[config.mk]
export PLATFORM = sky130hd
export DESIGN_NAME = ppu_top
export DESIGN_NICKNAME = d
export VERILOG_FILES = /design/src/rtl/ppu_pkg.sv /design/src/rtl/ppu_expand.sv /design/src/rtl/ppu_rank_sel.sv /design/src/rtl/ppu_pm_regs.sv /design/src/rtl/ppu_top.sv
export SDC_FILE = /design/constraint.sdc
export NUM_CORES = 1
export LEC_CHECK = 0
export ABC_AREA = 1
export BUFFER_PORTS_ARGS = -buffer_cell sky130_fd_sc_hd__buf_4
export CAP_MARGIN = 10
export CORE_MARGIN = 2
export CORE_UTILIZATION = 55
export CTS_CLUSTER_DIAMETER = 120
export DETAILED_ROUTE_END_ITERATION = 10
export PLACE_DENSITY = 0.73
export REMOVE_ABC_BUFFERS = 1
export SYNTH_ARGS = -nofsm -noshare
export SYNTH_HDL_FRONTEND = slang
export SYNTH_SLANG_ARGS = --single-unit
[constraint.sdc]
create_clock -name clk -period 15.85 [get_ports clk]
set_clock_uncertainty 0.05 [all_clocks]
set_input_delay 0.7925 -clock clk [delete_from_list [all_inputs] [get_ports clk]]
set_output_delay 0.7925 -clock clk [all_outputs]
set_load 0.03 [all_outputs]
[src/rtl/ppu_pkg.sv]
package ppu_pkg;

  // Unsigned sum clipped to an upper limit.
  function automatic logic [31:0] sat_sum(input logic [31:0] a, input logic [31:0] b,
                                          input logic [31:0] lim);
    logic [32:0] s;
    s = {1'b0, a} + {1'b0, b};
    if (s > {1'b0, lim}) sat_sum = lim;
    else                 sat_sum = s[31:0];
  endfunction

  // Live-path count after one split: doubles, capped at the list size.
  function automatic logic [31:0] grow_count(input logic [31:0] c, input logic [31:0] cap);
    if ({c, 1'b0} > {1'b0, cap}) grow_count = cap;
    else                         grow_count = c << 1;
  endfunction

endpackage

[src/rtl/ppu_expand.sv]
module ppu_expand
  import ppu_pkg::*;
#(
  parameter int L  = 4,
  parameter int MW = 8,
  localparam int LW   = $clog2(L),
  localparam int CW   = LW + 1,
  localparam int CNTW = LW + 1,
  localparam int KW   = 1 + MW + CW
) (
  input  logic                clk,
  input  logic                rst_n,
  input  logic                load,
  input  logic [L*MW-1:0]     pm_flat,
  input  logic [2*L*MW-1:0]   nm_flat,
  input  logic [CNTW-1:0]     list_cnt,
  output logic [2*L*KW-1:0]   key_flat
);
  localparam int NC = 2 * L;
  localparam logic [MW-1:0] MAXM = '1;

  logic [2*L*KW-1:0] key_nxt;

  // Key = {not-live, metric, candidate index}: an ascending key order gives
  // live before not-live, then lower metric, then lower index.
  for (genvar c = 0; c < NC; c++) begin : g_cand
    localparam int P = c / 2;
    logic          inval;
    logic [MW-1:0] sum;
    assign inval = (32'(P) >= 32'(list_cnt));
    assign sum   = MW'(sat_sum(32'(pm_flat[P*MW +: MW]), 32'(nm_flat[c*MW +: MW]), 32'(MAXM)));
    assign key_nxt[c*KW +: KW] = {inval, (inval ? MAXM : sum), CW'(c)};
  end

  always_ff @(posedge clk or negedge rst_n) begin
    if (!rst_n)    key_flat <= '0;
    else if (load) key_flat <= key_nxt;
  end

endmodule

[src/rtl/ppu_rank_sel.sv]
module ppu_rank_sel #(
  parameter int L  = 4,
  parameter int MW = 8,
  localparam int LW = $clog2(L),
  localparam int CW = LW + 1,
  localparam int KW = 1 + MW + CW
) (
  input  logic [2*L*KW-1:0] key_flat,
  output logic [L*MW-1:0]   sel_pm,
  output logic [L*CW-1:0]   sel_idx
);
  localparam int NC = 2 * L;

  logic [KW-1:0] key  [NC];
  logic [CW-1:0] rank [NC];

  for (genvar c = 0; c < NC; c++) begin : g_key
    assign key[c] = key_flat[c*KW +: KW];
  end

  // Keys are unique (index in the LSBs), so every rank is distinct.
  always_comb begin
    for (int c = 0; c < NC; c++) begin
      rank[c] = '0;
      for (int j = 0; j < NC; j++) begin
        if (j != c && key[j] < key[c]) rank[c] = rank[c] + CW'(1);
      end
    end
  end

  // Candidates ranked below L land in the slot equal to their rank.
  always_comb begin
    sel_pm  = '0;
    sel_idx = '0;
    for (int s = 0; s < L; s++) begin
      for (int c = 0; c < NC; c++) begin
        if (rank[c] == CW'(s)) begin
          sel_pm[s*MW +: MW]  = key[c][CW +: MW];
          sel_idx[s*CW +: CW] = key[c][CW-1:0];
        end
      end
    end
  end

endmodule

[src/rtl/ppu_pm_regs.sv]
module ppu_pm_regs
  import ppu_pkg::*;
#(
  parameter int L  = 4,
  parameter int MW = 8,
  localparam int CNTW = $clog2(L) + 1
) (
  input  logic              clk,
  input  logic              rst_n,
  input  logic              clear,
  input  logic              wr,
  input  logic [L*MW-1:0]   pm_nxt,
  output logic [L*MW-1:0]   pm,
  output logic [CNTW-1:0]   list_cnt
);
  always_ff @(posedge clk or negedge rst_n) begin
    if (!rst_n) begin
      pm       <= '0;
      list_cnt <= CNTW'(1);
    end else if (clear) begin
      pm       <= '0;
      list_cnt <= CNTW'(1);
    end else if (wr) begin
      pm       <= pm_nxt;
      list_cnt <= CNTW'(grow_count(32'(list_cnt), 32'(L)));
    end
  end

endmodule

[src/rtl/ppu_top.sv]
module ppu_top #(
  parameter int L = 4,
  parameter int Q = 6,
  localparam int MW = Q + 2,
  localparam int LW = $clog2(L),
  localparam int CW = LW + 1,
  localparam int CNTW = LW + 1,
  localparam int KW = 1 + MW + CW
) (
  input  logic               clk,
  input  logic               rst_n,
  input  logic               clear,
  input  logic               start,
  input  logic [2*L*MW-1:0]  nm_i,
  output logic [L*MW-1:0]    pm_o,
  output logic [L*LW-1:0]    parent_o,
  output logic [L-1:0]       dec_o,
  output logic               done_o
);
  // Named internal events, visible to the bound checker.
  logic              start_ok;
  logic              s1_vld;
  logic              wr;
  logic [CNTW-1:0]   list_cnt;
  logic [2*L*KW-1:0] key_flat;
  logic [L*MW-1:0]   sel_pm;
  logic [L*CW-1:0]   sel_idx;

  assign start_ok = start & ~s1_vld & ~clear;
  assign wr       = s1_vld & ~clear;

  always_ff @(posedge clk or negedge rst_n) begin
    if (!rst_n) begin
      s1_vld <= 1'b0;
      done_o <= 1'b0;
    end else begin
      s1_vld <= start_ok;
      done_o <= wr;
    end
  end

  ppu_expand #(.L(L), .MW(MW)) i_expand (
    .clk      (clk),
    .rst_n    (rst_n),
    .load     (start_ok),
    .pm_flat  (pm_o),
    .nm_flat  (nm_i),
    .list_cnt (list_cnt),
    .key_flat (key_flat)
  );

  ppu_rank_sel #(.L(L), .MW(MW)) i_rank (
    .key_flat (key_flat),
    .sel_pm   (sel_pm),
    .sel_idx  (sel_idx)
  );

  ppu_pm_regs #(.L(L), .MW(MW)) i_pmr (
    .clk      (clk),
    .rst_n    (rst_n),
    .clear    (clear),
    .wr       (wr),
    .pm_nxt   (sel_pm),
    .pm       (pm_o),
    .list_cnt (list_cnt)
  );

  // Parent index and bit value split out of each slot's candidate index.
  always_ff @(posedge clk or negedge rst_n) begin
    if (!rst_n) begin
      parent_o <= '0;
      dec_o    <= '0;
    end else if (wr) begin
      for (int s = 0; s < L; s++) begin
        parent_o[s*LW +: LW] <= sel_idx[s*CW+1 +: LW];
        dec_o[s]             <= sel_idx[s*CW];
      end
    end
  end

endmodule

==> results.md, run 1 <==
- Run status: finished, final reports clean
- First-pass iteration count of the detailed router: 6
- Post-synthesis cell area: 18,900 sq um
- Total of fill cells in the finished design: 3,248
- Number of maximum-capacitance constraint violations: 0
- Number of cell instances on the worst register-to-register path: 29
- Proportion of netlist area held by the largest area contributor: 0.227
- R2R Setup Slk: 9.06 ns
- Final WL: 74,200 um
- Critical path data required time: 16.12 ns
- Maximum number of pins on one net before global-route repair: 66
- RR Endpoint: parent_o[2]
- Number of distinct library cell variants in the gate-level netlist after synthesis: 56
- Slew of the pin with the lowest slew margin: about 1.1 ns
- Setup_tns: 0 ns
- Fin. Hold Viols: 0
- Total number of nets in the final design: 3,425
- Main flop type after synthesis: sky130_fd_sc_hd__dfrtp_1
- Placeable core region: about 34,000 sq um
- Setup Buffers After CTS: 0
- Number of input and output port buffers inserted: around 110
- Cell count after synthesis: around 2,900
- Root Driver: sky130_fd_sc_hd__clkbuf_16
- CP max stage delay: 0.76 ns
- Crit path top cell by count: sky130_fd_sc_hd__ha_1
- Initial Utilization: 0.561
- Tightest Hold Check Type: in2async
- Highest net fanout along the worst path: 16
- Share of the cycle needed by the critical path after routing: 0.429
- Fraction of synthesis flops using an asynchronous set or reset pin: 1.00
- TritonCTS sink count: 118
- Number of global-route vias before repair: 19,300
- # hold bufs at CTS: 0
- All-layer global routing usage: 0.414
- H-tree depth reported by CTS: 4
- Synthesis-stage register bit count: 118
- Largest cells by area after synthesis: sky130_fd_sc_hd__ha_1 23%, sky130_fd_sc_hd__nand2_1 18%, sky130_fd_sc_hd__dfrtp_1 15%
- Die width: 189 um
- Die extent in y: approximately 190 um
- Placer's final routability congestion estimate: slightly above 1
- Avg Synthesized Cell Area: 6.49 sq um
- Endpoint kind of the worst setup timing path: flop
- CTS max path bufs: 2
- Total Die Area: 35,800 sq um
- Share of synthesized area occupied by flip-flops and latches: 0.156
- Critical path launch point type: flop
- Via Count: 20,600
- First-pass GRT wire length: 113,000 um
- Drt wl/cell: 21.4 um
- Setup repair after global routing missed its margin: no
- Arrival time at the worst endpoint: 7.06 ns
- Final-report max-slew violation count: 0
- Count of final setup violators: 0
- Number of flops mapped to enable cells by yosys: 0
- Skew-Pair Late Insertion Delay: 0.44 ns
- Inserted Diodes: 0
- Post-route DRC violation count: 0
- Time the worst path needs with I/O delays and setup: 6.79 ns
- Final hold slack: approximately 0.35 ns
- HPWL after detailed placement: approximately 57,000 um
- Synthesis-to-layout area growth: 9.47%
- Routed via count divided by cell count: between 5 and 6
- FP Rows: 67
- Fraction of layout cells with a size suffix above 1: 0.0964
- Remaining global-route overflow: 0
- CTS Buf Count: 17
- Clock tree from TritonCTS: yes
- Number of top-level pins: roughly 110
- Area leader, netlist: sky130_fd_sc_hd__ha_1
- Crit-path slowest cell: sky130_fd_sc_hd__dfrtp_1
- Antenna violations before repair: 1
- Reg-to-Reg Start: i_expand.key_flat[51]
- Synth Warn #: 0
- Number of nets still failing antenna checks after routing: 0
- Headroom to the max-slew limit: 0.243
- Max Freq: 0.147 GHz
- DRC violation total after the first TritonRoute iteration: around 2,200
- Post_cts resized: 0
- Reg clk slew, reported paths: 0.06 ns
- Type of the worst setup path: reg2reg
## critical path, delay by kind of cell (launching register included)
family | cells | cell delay [ns]
buffers and inverters | 4 | 0.83
xor gates and xnor gates | 3 | 0.51
and+or+nand+nor | 12 | 1.98
DFF | 1 | 0.76
AOI/OAI and AO/OA | 4 | 0.75
adders and majority gates | 6 | 1.76
## synthesized netlist by cell type, drive strengths merged (20+ instances only)
| master | instances |
|---|---|
| xnor2 | 33 |
| nor2 | 166 |
| nand4 | 44 |
| xor2 | 25 |
| buf | 41 |
| inv | 420 |
| a22oi | 37 |
| dfrtp | 117 |
| o21ai | 163 |
| nand3b | 23 |
| nand2 | 966 |
| nand3 | 235 |
| ha | 342 |
| or2 | 20 |
| nor3 | 20 |
| a21oi | 151 |
## cells in the final DEF (no fill, tap or decap), types with 9 or more instances in the layout
cell                          n
sky130_fd_sc_hd__nand2_2     36
sky130_fd_sc_hd__nor2_1     146
sky130_fd_sc_hd__nand4_1     44
sky130_fd_sc_hd__a21oi_1    147
sky130_fd_sc_hd__clkbuf_16   17
sky130_fd_sc_hd__nand3_2     14
sky130_fd_sc_hd__a31oi_1      9
sky130_fd_sc_hd__or2_2       17
sky130_fd_sc_hd__nor3_1      17
sky130_fd_sc_hd__nand3b_1    23
sky130_fd_sc_hd__o21a_1      10
sky130_fd_sc_hd__xor2_1      24
sky130_fd_sc_hd__xnor2_1     27
sky130_fd_sc_hd__inv_2       10
sky130_fd_sc_hd__nand3_1    219
sky130_fd_sc_hd__dfrtp_1    117
sky130_fd_sc_hd__o21ai_1     31
sky130_fd_sc_hd__o21ai_0    131
sky130_fd_sc_hd__nand2_1    919
sky130_fd_sc_hd__ha_1       342
sky130_fd_sc_hd__nand2_4     11
sky130_fd_sc_hd__nor2_2      12
sky130_fd_sc_hd__o22ai_1     14
sky130_fd_sc_hd__inv_1      410
sky130_fd_sc_hd__o21bai_1    11
sky130_fd_sc_hd__buf_4      131
sky130_fd_sc_hd__a22oi_1     37
## cells by family after synthesis
logic type,share of synthesized area
AO/OA/AOI/OAI,0.129
XOR/XNOR,0.0315
adder cells (fa/ha/maj),0.235
buffers and inverters,0.102
flip-flops,0.156
AND/OR/NAND/NOR,0.346
## sequential cells by signal (all words and copies together), names as in the netlist
name,flops
s1_vld,1
dec_o,4
i_expand.key_flat,69
i_pmr.list_cnt,3
done_o,1
i_pmr.pm,32
parent_o,8
## area by class of cell
type	instances	area [sq um]	share of cell area
clock buffers	20	447	0.0216
inverters	421	1580	0.0764
repair buffers	131	983	0.0476
well taps	448	561	0.0271
clock inverters	12	143	0.00690
multi-input cells	2318	14000	0.678
flip-flops and latches	118	2950	0.143
## worst max-delay path by stage
stage	from	endpoint
6_report	i_expand.key_flat[51]	parent_o[2]
5_1_grt	i_expand.key_flat[17]	i_pmr.pm[10]
4_1_cts	i_expand.key_flat[17]	i_pmr.pm[10]
3_5_place_dp	i_expand.key_flat[17]	i_pmr.pm[10]
3_3_place_gp	i_expand.key_flat[51]	parent_o[2]
2_1_floorplan	i_expand.key_flat[71]	i_pmr.pm[0]
## through the flow
step	utilization	worst slack (ns)	instance area, sq um	instances
after floorplan	-	10.67	18500	2857
after global placement	0.596	9.34	20100	3436
after detailed placement	0.596	9.36	20100	3436
after CTS	0.614	9.32	20700	3468
after global routing	0.614	8.70	20700	3468
final	0.614	9.06	20700	3468
## per-layer routing
layer / vias to the layer above / part of all wire / GRT usage
met5: - / 0 / 0
met4: 0 / 0.057 / 0.201
met3: 242 / 0.10 / 0.0875
met2: 1061 / 0.43 / 0.648
met1: 9502 / 0.41 / 0.544
li1: 9750 / - / -
Power of run 1 is left out: the tool's default activity adds up to more than one toggle a clock period on the data nets, which glitch-free logic cannot reach.
==> run 2: changes to the inputs <==
--- a/config.mk
+++ b/config.mk
@@ -5,7 +5,7 @@
 export SDC_FILE = /design/constraint.sdc
 export NUM_CORES = 1
 export LEC_CHECK = 0
-export ABC_AREA = 1
+export ABC_AREA = 0
 export BUFFER_PORTS_ARGS = -buffer_cell sky130_fd_sc_hd__buf_4
 export CAP_MARGIN = 10
 export CORE_MARGIN = 2
==> constraint.sdc (replaced) <==
create_clock -name clk -period 7 [get_ports clk]
set_clock_uncertainty 0.05 [all_clocks]
set_input_delay 0.35 -clock clk [delete_from_list [all_inputs] [get_ports clk]]
set_output_delay 0.35 -clock clk [all_outputs]
set_load 0.03 [all_outputs]
==> run 2 against run 1 <==
Net effect:
- wire length grew 9.5%
- worst setup slack lost 8.9 ns
- sequential cell count is the same
- die area shrank 8.3%
- sequential share of layout area shrank 0.34 points
- synthesized cell count shrank 29%
- non-clock buffer count grew 223
- area after synthesis shrank 8.5%
- largest cell class unchanged
==> results.md, run 2 <==
- Synthesis-to-layout area growth: 22.8%
- Crit path top cell by count: sky130_fd_sc_hd__ha_1
- Critical path launch point type: flop
- FP Rows: 64 (-4.5%)
- Antenna violations before repair: 3 (+2)
- Fin. Hold Viols: 0 (unchanged)
- CTS max path bufs: 2 (unchanged)
- Placer's final routability congestion estimate: 1.10 (+9.1%)
- Synthesis-stage register bit count: 118 (unchanged)
- Synth Warn #: 0 (unchanged)
- Final WL: 81,300 um (+9.5%)
- Fraction of layout cells with a size suffix above 1: 0.209 (+0.112)
- Count of final setup violators: 0 (unchanged)
- Total Die Area: 32,900 sq um (-8.3%)
- Cell count after synthesis: 2,077 (-29%)
- Largest cells by area after synthesis: sky130_fd_sc_hd__ha_1 25%, sky130_fd_sc_hd__dfrtp_1 17%, sky130_fd_sc_hd__a21oi_1 5.2%
- Headroom to the max-slew limit: 0.252 (+0.00933)
- CTS Buf Count: 17 (unchanged)
- Via Count: 19,600 (-4.6%)
- Proportion of netlist area held by the largest area contributor: 0.247 (+0.0209)
- Area leader, netlist: sky130_fd_sc_hd__ha_1
- Cells after DPL: 2,754 (-20%)
- Share of the cycle needed by the critical path after routing: 0.971 (+0.542)
- Placeable core region: 30,700 sq um (-8.8%)
- Total number of nets in the final design: 2,811 (-18%)
- Slew of the pin with the lowest slew margin: 1.11 ns (-0.0174 ns)
- Die extent in y: 181 um (-4.2%)
- Main flop type after synthesis: sky130_fd_sc_hd__dfrtp_1
- HPWL after detailed placement: 63,900 um (+12%)
- Reg clk slew, reported paths: 0.07 ns (about the same)
- Most frequent standard cell in the layout excluding fill and tap cells: sky130_fd_sc_hd__buf_4
- Crit-path slowest cell: sky130_fd_sc_hd__xor3_1
- Number of distinct library cell variants in the gate-level netlist after synthesis: 95 (+70%)
- Number of global-route vias before repair: 18,700 (-2.6%)
- Drt wl/cell: 29.0 um (+35%)
- Number of nets still failing antenna checks after routing: 0 (unchanged)
- Avg Synthesized Cell Area: 8.33 sq um (+28%)
- Most used standard cell by instance count after synthesis: sky130_fd_sc_hd__ha_1
- Time the worst path needs with I/O delays and setup: 6.79 ns (+0.000953 ns)
- Root Driver: sky130_fd_sc_hd__clkbuf_16
- Tightest Hold Check Type: in2reg
- Highest net fanout along the worst path: 5 (-11)
- DRC violation total after the first TritonRoute iteration: 2,386 (+6.8%)
- Final-report max-slew violation count: 0 (unchanged)
- Skew-Pair Late Insertion Delay: 0.45 ns (about the same)
- Number of input and output port buffers inserted: 112 (unchanged)
- Endpoint kind of the worst setup timing path: flop
- Maximum number of pins on one net before global-route repair: 78 (+18%)
- Remaining global-route overflow: 0 (unchanged)
- Post-synthesis cell area: 17,300 sq um (-8.5%)
- TritonCTS sink count: 118 (unchanged)
- Number of flops mapped to enable cells by yosys: 0 (unchanged)
- Run status: finished, final reports clean
- Post-layout instance count excluding filler cells: 2,804 (-19%)
- Largest Register: i_expand.key_flat
- Routed via count divided by cell count: 7.00 (+18%)
- H-tree depth reported by CTS: 4 (unchanged)
- Fraction of synthesis flops using an asynchronous set or reset pin: 1.00 (unchanged)
- Share of synthesized area occupied by flip-flops and latches: 0.171 (+0.0145)
- Regs by FF count: i_expand.key_flat: 69 flops, i_pmr.pm: 32 flops, parent_o: 8 flops
- Setup repair after global routing missed its margin: yes
- Arrival time at the worst endpoint: 7.08 ns (+0.02 ns)
- Post-route DRC violation count: 0 (unchanged)
- First-pass iteration count of the detailed router: 7 (+1)
- First-pass GRT wire length: 118,000 um (+4.9%)
- Max Freq: 0.147 GHz (about the same)
- Type of the worst setup path: reg2reg
- Critical path data required time: 7.28 ns (-8.84 ns)
- Clock tree from TritonCTS: yes
- Number of top-level pins: 113 (unchanged)
- Die width: 181 um (-4.2%)
- Top cell types by occurrence after synthesis: 342 x sky130_fd_sc_hd__ha_1, 179 x sky130_fd_sc_hd__a21oi_1, 172 x sky130_fd_sc_hd__nor2_1
- Max FFs per register: 69 (unchanged)
- Most used cells in the layout excluding fill and tap cells: 349 x sky130_fd_sc_hd__buf_4, 340 x sky130_fd_sc_hd__ha_1, 179 x sky130_fd_sc_hd__a21oi_1
- All-layer global routing usage: 0.488 (+0.0731)
- Initial Utilization: 0.562 (+0.00178)
- Number of maximum-capacitance constraint violations: 0 (unchanged)
- CP max stage delay: 0.51 ns (-0.25 ns)
-- run 2: timing repair --
item | in CTS | in global routing
endpoints found under the setup margin | 7 | 42
hold buffers | 1 | 0
gates resized for setup | 7 | 73
pin swaps | 0 | 19
setup buffers | 0 | 14
hold endpoints to repair | 41 | 0
-- run 2: area by class of cell --
type,count,area (sq um)
multi-input cells,1752,13900
fillers,2558,9520
flip-flops and latches,118,2960
repair buffers,354,2690
inverters,150,572
well taps,396,495
clock buffers,17,425
clock inverters,15,179
diodes,2,5.00
-- run 2: final timing paths --
path / from / endpoint / slack (ns) / cells after the start
worst max-delay path: i_expand.key_flat[7] / i_pmr.pm[31] / 0.21 / 27
worst min-delay path: clear / i_pmr.list_cnt[1] / 0.09 / 2
worst max register to register: i_expand.key_flat[7] / i_pmr.pm[31] / 0.21 / 27
worst min register to register: parent_o[7] / parent_o[7] / 0.44 / 2
max in group asynchronous: rst_n / i_expand.key_flat[53] / 4.83 / 3
min in group asynchronous: rst_n / i_expand.key_flat[86] / 0.41 / 2
-- run 2: routing by layer --
metal | global-route usage | routed length [um] | vias to the layer above
li1 | - | - | 8522
met1 | 0.600 | 30200 | 9246
met2 | 0.714 | 33000 | 1437
met3 | 0.162 | 10900 | 409
met4 | 0.349 | 7120 | 4
met5 | 0 | 27 | -
-- run 2: cells by family after synthesis --
| logic type | Yosys count | synth area share |
|---|---|---|
| AOI/OAI and AO/OA | 659 | 0.265 |
| xor gates and xnor gates | 119 | 0.0771 |
| adders and majority gates | 350 | 0.257 |
| buffers and inverters | 207 | 0.0458 |
| DFF | 118 | 0.171 |
| muxes | 20 | 0.0120 |
| and+or+nand+nor | 604 | 0.172 |
-- run 2: worst max-delay path, delay by kind of cell, from the launching register on --
kind                     cells  cell delay, ns
buffers and inverters        3            0.31
AO/OA/AOI/OAI                7            1.46
XOR/XNOR                     4            1.30
AND/OR/NAND/NOR              8            1.83
adder cells (fa/ha/maj)      5            1.36
flip-flops                   1            0.38
-- run 2: metrics by stage --
step	hold slack [ns]	worst slack (ns)	TNS, ns	utilization	cell area (sq um)
CTS	0.0730	0.0188	0	0.676	20800
floorplan	0.00441	0.458	0	-	17100
global route	0.0781	-0.0597	-0.364	0.690	21200
global placement	0.332	-0.0215	-0.0224	0.654	20100
finish	0.0858	0.206	0	0.690	21200
detailed placement	0.357	-0.126	-0.467	0.654	20100
Power of run 2 is left out for the same reason.
